<file path="src/rtl/ssc_pkg.sv">
package ssc_pkg;
  localparam int unsigned SSC_ADDR_W = 32;
  localparam int unsigned SSC_DATA_W = 32;
  localparam int unsigned SSC_LINES  = 16;
endpackage

</file>
<file path="src/rtl/ssc_line_array.sv">
module ssc_line_array #(
  parameter int unsigned LINES  = ssc_pkg::SSC_LINES,
  parameter int unsigned TAG_W  = 26,
  parameter int unsigned DATA_W = ssc_pkg::SSC_DATA_W,
  localparam int unsigned IDX_W = $clog2(LINES)
) (
  input  logic              clk,
  input  logic              rst_n,
  input  logic              wr_en,
  input  logic              clr_all,
  input  logic [IDX_W-1:0]  wr_idx,
  input  logic [TAG_W-1:0]  wr_tag,
  input  logic [DATA_W-1:0] wr_data,
  input  logic              wr_poison,
  input  logic [IDX_W-1:0]  rd_idx,
  output logic              rd_valid,
  output logic [TAG_W-1:0]  rd_tag,
  output logic [DATA_W-1:0] rd_data,
  output logic              rd_poison
);
  logic [LINES-1:0]  valid_q;
  logic [LINES-1:0]  valid_d;
  logic [TAG_W-1:0]  tag_q    [LINES];
  logic [DATA_W-1:0] data_q   [LINES];
  logic              poison_q [LINES];

  // Per-entry next state: clear wins over a write
  for (genvar g = 0; g < LINES; g++) begin : g_line
    assign valid_d[g] = clr_all ? 1'b0
                      : ((wr_en && (wr_idx == IDX_W'(g))) ? 1'b1 : valid_q[g]);
  end

  always_ff @(posedge clk or negedge rst_n) begin
    if (!rst_n) begin
      valid_q <= '0;
    end else begin
      valid_q <= valid_d;
    end
  end

  // Payload needs no reset; it is qualified by valid_q
  always_ff @(posedge clk) begin
    if (wr_en && !clr_all) begin
      tag_q[wr_idx]    <= wr_tag;
      data_q[wr_idx]   <= wr_data;
      poison_q[wr_idx] <= wr_poison;
    end
  end

  assign rd_valid  = valid_q[rd_idx];
  assign rd_tag    = tag_q[rd_idx];
  assign rd_data   = data_q[rd_idx];
  assign rd_poison = poison_q[rd_idx];
endmodule

</file>
<file path="src/rtl/ssc_lookup.sv">
module ssc_lookup #(
  parameter int unsigned TAG_W  = 26,
  parameter int unsigned DATA_W = ssc_pkg::SSC_DATA_W
) (
  input  logic              probe_en,
  input  logic [TAG_W-1:0]  probe_tag,
  input  logic              ent_valid,
  input  logic [TAG_W-1:0]  ent_tag,
  input  logic [DATA_W-1:0] ent_data,
  input  logic              ent_poison,
  input  logic              byp_en,
  input  logic [DATA_W-1:0] byp_data,
  input  logic              byp_poison,
  output logic              hit,
  output logic [DATA_W-1:0] hit_data,
  output logic              hit_poison
);
  logic stored_match;

  always_comb begin
    stored_match = ent_valid && (ent_tag == probe_tag);
    hit          = probe_en && (byp_en || stored_match);
    if (byp_en) begin
      hit_data   = byp_data;
      hit_poison = byp_poison;
    end else begin
      hit_data   = ent_data;
      hit_poison = ent_poison;
    end
  end
endmodule

</file>
<file path="src/rtl/ssc_merge.sv">
module ssc_merge #(
  parameter int unsigned DATA_W = ssc_pkg::SSC_DATA_W
) (
  input  logic              hit,
  input  logic [DATA_W-1:0] loc_data,
  input  logic              loc_poison,
  input  logic [DATA_W-1:0] dc_data,
  output logic [DATA_W-1:0] out_data,
  output logic              out_poison
);
  always_comb begin
    if (hit) begin
      out_data   = loc_data;
      out_poison = loc_poison;
    end else begin
      out_data   = dc_data;
      out_poison = 1'b0;
    end
  end
endmodule

</file>
<file path="src/rtl/spec_store_cache.sv">
module spec_store_cache #(
  parameter int unsigned ADDR_W = ssc_pkg::SSC_ADDR_W,
  parameter int unsigned DATA_W = ssc_pkg::SSC_DATA_W,
  parameter int unsigned LINES  = ssc_pkg::SSC_LINES
) (
  input  logic              clk,
  input  logic              rst_n,
  input  logic              ahead_mode,
  input  logic              flush,
  input  logic              st_en,
  input  logic [ADDR_W-1:0] st_addr,
  input  logic [DATA_W-1:0] st_data,
  input  logic              st_poison,
  input  logic              ld_en,
  input  logic [ADDR_W-1:0] ld_addr,
  input  logic [DATA_W-1:0] dc_data,
  output logic              ld_hit,
  output logic [DATA_W-1:0] ld_data,
  output logic              ld_poison
);
  localparam int unsigned OFF_W = $clog2(DATA_W / 8);
  localparam int unsigned IDX_W = $clog2(LINES);
  localparam int unsigned TAG_W = ADDR_W - IDX_W - OFF_W;

  logic [IDX_W-1:0]  st_idx, ld_idx;
  logic [TAG_W-1:0]  st_tag, ld_tag;
  logic              st_accept, probe_en, byp_en;
  logic              ent_valid, ent_poison;
  logic [TAG_W-1:0]  ent_tag;
  logic [DATA_W-1:0] ent_data;
  logic              loc_hit, loc_poison;
  logic [DATA_W-1:0] loc_data;
  logic              unused_offset_bits;

  always_comb begin
    st_idx    = st_addr[OFF_W +: IDX_W];
    ld_idx    = ld_addr[OFF_W +: IDX_W];
    st_tag    = st_addr[ADDR_W-1 -: TAG_W];
    ld_tag    = ld_addr[ADDR_W-1 -: TAG_W];
    st_accept = ahead_mode && st_en && !flush;
    probe_en  = ahead_mode && ld_en;
    byp_en    = st_accept && (st_idx == ld_idx) && (st_tag == ld_tag);
  end

  assign unused_offset_bits = ^{st_addr[OFF_W-1:0], ld_addr[OFF_W-1:0]};

  ssc_line_array #(.LINES(LINES), .TAG_W(TAG_W), .DATA_W(DATA_W)) u_lines (
    .clk       (clk),
    .rst_n     (rst_n),
    .wr_en     (st_accept),
    .clr_all   (flush),
    .wr_idx    (st_idx),
    .wr_tag    (st_tag),
    .wr_data   (st_data),
    .wr_poison (st_poison),
    .rd_idx    (ld_idx),
    .rd_valid  (ent_valid),
    .rd_tag    (ent_tag),
    .rd_data   (ent_data),
    .rd_poison (ent_poison)
  );

  ssc_lookup #(.TAG_W(TAG_W), .DATA_W(DATA_W)) u_lookup (
    .probe_en   (probe_en),
    .probe_tag  (ld_tag),
    .ent_valid  (ent_valid),
    .ent_tag    (ent_tag),
    .ent_data   (ent_data),
    .ent_poison (ent_poison),
    .byp_en     (byp_en),
    .byp_data   (st_data),
    .byp_poison (st_poison),
    .hit        (loc_hit),
    .hit_data   (loc_data),
    .hit_poison (loc_poison)
  );

  ssc_merge #(.DATA_W(DATA_W)) u_merge (
    .hit        (loc_hit),
    .loc_data   (loc_data),
    .loc_poison (loc_poison),
    .dc_data    (dc_data),
    .out_data   (ld_data),
    .out_poison (ld_poison)
  );

  assign ld_hit = loc_hit;
endmodule

</file>
<file path="config.mk">
export PLATFORM = sky130hd
export DESIGN_NAME = spec_store_cache
export DESIGN_NICKNAME = d
export VERILOG_FILES = /design/src/rtl/ssc_pkg.sv /design/src/rtl/ssc_line_array.sv /design/src/rtl/ssc_lookup.sv /design/src/rtl/ssc_merge.sv /design/src/rtl/spec_store_cache.sv
export SDC_FILE = /design/constraint.sdc
export NUM_CORES = 1
export LEC_CHECK = 0
export CAP_MARGIN = 25
export CORE_ASPECT_RATIO = 1.1
export CORE_UTILIZATION = 65
export CTS_BUF_LIST = sky130_fd_sc_hd__clkbuf_8
export CTS_CLUSTER_DIAMETER = 80
export CTS_CLUSTER_SIZE = 10
export DETAILED_ROUTE_END_ITERATION = 7
export DONT_BUFFER_PORTS = 1
export MAX_ROUTING_LAYER = met4
export PLACE_DENSITY = 0.81
export SYNTH_ARGS = -nofsm -noshare
export SYNTH_HDL_FRONTEND = slang
export SYNTH_SLANG_ARGS = --single-unit
export TNS_END_PERCENT = 10
</file>
<file path="constraint.sdc">
create_clock -name clk -period 3.65 [get_ports clk]
set_clock_uncertainty 0.1 [all_clocks]
set_input_delay 0.1825 -clock clk [delete_from_list [all_inputs] [get_ports clk]]
set_output_delay 0.1825 -clock clk [all_outputs]
set_load 0.005 [all_outputs]
</file>
; Yosys cells after proc, flatten, opt, wreduce, memory -nomap -nowiden
; Memory sizes are Yosys's and may differ from the RTL's.
; Index checks and enable logic that the tools add are counted.
[op_classes]
reduce_logical = 43
order_cmp = 1
eq_ne = 18
n_mux = 40
[ops]
columns = operator, count
row1 = $mux 32, 2
row2 = $eq 26x26->1, 2
row3 = $mux 1, 37
row4 = $eq 4x4->1 const B, 8
row5 = $reduce_bool 2->1, 16
row6 = $logic_and 1x1->1, 24
row7 = $eq 4x3->1 const B, 4
row8 = $eq 4x2->1 const B, 2
row9 = $lt 4x5->1 const B, 1
row10 = $bmux 1 s4, 1
row11 = $eq 4x1->1 const B, 1
row12 = $eq 4x4->1, 1
row13 = $logic_not 4->1, 1
row14 = $logic_not 1->1, 1
row15 = $logic_or 1x1->1, 1
[totals]
output_inout_bits = 34
in_bits = 135
mem_count = 3
ram_bits = 944
word_cells = 121
reg_bits = 16
[memory_table]
columns = memory, words, width, rd, rd_clocked_by_memory_dff, wr, line
row1 = u_lines.data_q, 16, 32, 1, 0, 1, ssc_line_array.sv:24  ; logic [DATA_W-1:0] data_q [LINES];
row2 = u_lines.tag_q, 16, 26, 1, 0, 1, ssc_line_array.sv:23  ; logic [TAG_W-1:0] tag_q [LINES];
row3 = u_lines.poison_q, 16, 1, 1, 0, 1, ssc_line_array.sv:25  ; logic poison_q [LINES];

; Logic depth before layout (Yosys ltp)
[logic_depth]
word_depth = 7
mapped_depth = 16
ltp_nobuf = 8

; Modules after synthesis
; From an unflattened synthesis, not the netlist that was laid out.
[unflattened]
hier_cells = 1662
area_unflattened_um2 = 37549.8
[by_module_without_submodules]
columns = mod, cells_per_inst, seq_area_each_um2, area_per_inst_um2, instances
row1 = ssc_line_array, 1508, 28747.6, 35970.7, 1
row2 = ssc_lookup, 73, 0.0, 684.4, 1
row3 = ssc_merge, 37, 0.0, 546.8, 1
row4 = spec_store_cache, 44, 0.0, 347.8, 1

; Worst setup path after synthesis
; No wires, ideal clock.
[synth_path]
kind = input port to flip-flop
startpoint = input port flush
endpoint = memory u_lines.data_q[12][0] in the netlist's numbering, enable pin
path_slack_ns = -0.428
required_ns = 3.074
arrival_ns = 3.502
n_path_buf = 2
path_stages = 5
setup_time_ns = 0.476
cell_sequence = clkbuf_1 > nand3b_1 > or3_1 > clkbuf_1 > nor2_1
[synth_via]
elab_chain_len = 5
[synth_lines]
columns = element, line
row1 = start: declaration, spec_store_cache.sv:9  ; input logic flush,
row2 = $logic_not 1->1 (*), "ssc_line_array.sv:43, spec_store_cache.sv:40"
row3 = $logic_and 1x1->1, spec_store_cache.sv:40  ; st_accept = ahead_mode && st_en && !flush;
row4 = $logic_and 1x1->1 (*), ssc_line_array.sv:43  ; if (wr_en && !clr_all) begin
row5 = $mux 1 (*), ssc_line_array.sv:43
row6 = $mux 1 (not written as such) (*), ssc_line_array.sv:45  ; data_q[wr_idx] <= wr_data;
row7 = end: declaration, ssc_line_array.sv:24
; Every way passes the cells marked *; elsewhere a longest branch is shown, timed or not.

; Worst setup path in the final report
[layout_path]
startpoint = memory u_lines.tag_q[6][23]
endpoint = output port ld_data[30]
[layout_via]
elab_chain_len = 6
[layout_lines]
columns = element, line
row1 = start: declaration, ssc_line_array.sv:23
row2 = $mem_v2 16x26, -
row3 = $eq 26x26->1, ssc_lookup.sv:21  ; stored_match = ent_valid && (ent_tag == probe_tag);
row4 = $logic_and 1x1->1, ssc_lookup.sv:21
row5 = $logic_or 1x1->1, ssc_lookup.sv:22  ; hit = probe_en && (byp_en || stored_match);
row6 = $logic_and 1x1->1, ssc_lookup.sv:22
row7 = $mux 32, ssc_merge.sv:12  ; if (hit) begin
row8 = end: declaration, spec_store_cache.sv:18  ; output logic [DATA_W-1:0] ld_data,
; Every way passes these cells.

==> impl_metrics.tcl <==
set metrics [dict create \
    violations "negative setup slack" \
    setup-violations-final 34 \
    core_area_um2 59700 \
    layout_common_cells "edfxtp_1 (944), mux4_2 (188), nand2_1 (110)" \
    htreeDepth 3 \
    p_per_area_nw_per_um2 447 \
    final_nets 2151 \
    maxCapViolCount 0 \
    cts-root-buf "clkbuf_8" \
    cts.reportedPaths.clkPinSlew_ns 0.08 \
    rows 94 \
    clkLatencyLatePin_ns 0.72 \
    synth_top_cell_by_area "edfxtp_1" \
    die_x_um 236 \
    vias 19800 \
    synth_top_cell_area_share 0.723 \
    grt_usage 0.309 \
    ys_seq_elements 960 \
    worstPathArrival_ns 3.79 \
    cp_top_family "compound AO/OA/AOI/OAI gates" \
    synth_flop_cell "edfxtp_1" \
    cts_num_sinks 960 \
    die_h_um 260 \
    syn_nets 2024 \
    leakage_uw 0.0138 \
    drt_iter0_drc 2545 \
    path_cells "mux4_1, a22o_1, a221oi_2, xnor2_1, a2111oi_2, buf_4, nand4_1, buf_6, clkbuf_16, or4b_4, nand3_2" \
    cts_buffers 105 \
    hp-class "in -> reg" \
    dpl.cell_count 2598 \
    fin_ws_ns -0.421 \
    timing.fmax_ghz 0.246 \
    hold_viol 0 \
    fin_crit_ns 4.07 \
    grt_pass1_vias 20100 \
    gp_congestion 0.816 \
    yosys-top-cells-area "edfxtp_1 (72%), mux4_2 (11%), mux4_1 (4.9%)" \
    ys_warn_count 0 \
    synthArstFlopShare 0.0167 \
    dpl.hpwl_um 47500 \
    rsz0062_at_grt "true" \
    syn_to_final_growth_pct 10.1 \
    hold_slack_ns 0.205 \
    avgSynthCellArea_um2 20.8 \
    overflow 0 \
    final_cells 2800 \
    cts_tree "yes" \
    routed_wl_um 91500 \
    cp.required_ns 3.37 \
    final_util 0.723 \
    cp_max_fo 6 \
    final_common_cell "edfxtp_1" \
    grt_max_degree 231 \
    io-pin-count 169 \
    path_class "reg -> out" \
    finalMaxSlewViolations 0 \
    synth_cell_types 55 \
    portBuffers 0 \
    seq_area_frac_synth 0.733 \
    dp_slack_ns 0.191 \
    crit_buf_inv 3 \
    fillers 3340 \
    netlist_area_um2 39200 \
    syn_inst 1889 \
    start_kind "register" \
    status "complete, but fails checks" \
    ant_nets 0 \
    drc 0 \
    max_stage_delay_ns 0.50 \
    drt-vias-per-instance 7.08 \
    slowest_stage "mux4_1" \
    synth_edf_count 944 \
    ir_drop_v 0.000497 \
    dieArea_um2 61300 \
    post-route-period-util 1.12 \
    worst_slew_pin_slew_ns 0.900 \
    slew_headroom 0.398 \
    antenna_found_initial 0 \
    clock_path_buffers 3 \
    grt_pass1_wl_um 130000 \
    routedWlPerCell_um 32.7 \
    drive_gt1_frac 0.250 \
    drt-pass1-iter-count 7 \
    start_util 0.656 \
    endpoint_kind "primary output" \
]
==> layout make-up <==
| type | instances | area, um^2 | share of cell area |
|---|---|---|---|
| tap | 768 | 961 | 0.0222 |
| antenna | 2 | 5.00 | 0.000116 |
| multi-input combinational | 802 | 10400 | 0.240 |
| inverter | 19 | 71.3 | 0.00165 |
| timing repair buffer | 128 | 1470 | 0.0340 |
| clock buffer | 108 | 1490 | 0.0344 |
| sequential | 960 | 28700 | 0.666 |
| clock inverter | 13 | 72.6 | 0.00168 |
==> synth_stat cells, types with 2 or more instances <==
master / instances
edfxtp_1: 944
mux4_2: 185
nand2_1: 110
mux4_1: 73
mux2i_1: 60
clkbuf_1: 43
nand3_1: 38
o21ai_0: 38
a21oi_1: 36
or4b_1: 32
xor2_1: 31
and2_1: 27
xnor2_1: 26
nor2_1: 23
o22ai_1: 19
inv_1: 18
buf_2: 16
dfrtp_1: 16
buf_1: 14
a22o_1: 11
a22oi_1: 11
buf_6: 11
and2_2: 9
a221oi_1: 7
mux2_2: 7
nand2b_1: 7
nand4_1: 7
nor2b_1: 7
nor4_1: 7
buf_12: 6
clkbuf_8: 6
a221oi_2: 4
nor3_1: 4
buf_4: 3
clkbuf_2: 3
dlygate4sd1_1: 3
dlygate4sd3_1: 3
nand3b_1: 3
or3_1: 3
a211oi_1: 2
a31o_2: 2
==> report_power, final <==
group	total [uW]	switching (uW)	internal, uW
registers	12200	18.8	12200
clock network	6050	3410	2640
logic	1050	527	525
==> cell families (layout without fill, tap and decap cells) <==
family	count (synthesis)	in the layout	share of synthesized area
compound gates	136	136	0.0224
xor+xnor	57	57	0.0127
buf+inv	127	268	0.0200
flops	960	960	0.733
mux	325	325	0.172
other cells	0	2	0
simple gates	284	284	0.0394
==> per-layer routing <==
metal  global-route usage  part of all wire  routed length (um)  vias up
met5                    -                 0                   0        -
met4                0.115             0.037                3430        0
met3               0.0540             0.099                9040      223
met2                0.498              0.50               46000     1246
met1                0.402              0.36               33100    10300
li1                     -                 -                   -     8076
==> state kept, by name, summed over array words and instances (netlist names) <==
name,cells
u_lines.data_q,512
u_lines.tag_q,416
u_lines.poison_q,16
u_lines.valid_q,16
==> what timing repair did <==
| item | in CTS | in global routing |
|---|---|---|
| cloned | 2 | 3 |
| resized for setup | 41 | 85 |
| endpoints found under the hold margin | 979 | 0 |
| pin swaps | 17 | 62 |
| hold buffers | 71 | 0 |
| setup endpoints to repair | 34 | 34 |
| buffers inserted | 3 | 1 |
==> worst register-to-register path: stages, from the launching register on <==
cell,delay (ns)
dfrtp_1,0.39
inv_1,0.06
o22ai_1,0.08
dlygate4sd3_1,0.59
==> path summary, 6_finish.rpt <==
| kind | startpoint | cells past startpoint | slack [ns] | end |
|---|---|---|---|---|
| min in group asynchronous | rst_n | 2 | 0.42 | u_lines.valid_q[5]$_DFFE_PN0P_ |
| max reg2reg | u_lines.valid_q[8]$_DFFE_PN0P_ | 3 | 2.32 | u_lines.valid_q[8]$_DFFE_PN0P_ |
| max in group asynchronous | rst_n | 2 | 2.55 | u_lines.valid_q[13]$_DFFE_PN0P_ |
| max | u_lines.tag_q[6][23]$_DFFE_PP_ | 11 | -0.42 | ld_data[30] |
| min | ahead_mode | 3 | 0.20 | u_lines.valid_q[0]$_DFFE_PN0P_ |
| min reg2reg | u_lines.valid_q[3]$_DFFE_PN0P_ | 2 | 0.45 | u_lines.valid_q[3]$_DFFE_PN0P_ |
==> metrics by stage <==
step | setup TNS, ns | power [uW] | instance area, um^2
2_1_floorplan | -271.98 | 13200 | 39200
3_3_place_gp | 0 | 13200 | 40200
3_5_place_dp | 0 | 13200 | 40200
4_1_cts | -13.17 | 19300 | 42700
5_1_grt | -17.22 | 19800 | 43200
6_report | -13.04 | 19300 | 43200
Note: power is estimated with default switching activity, not from simulation.
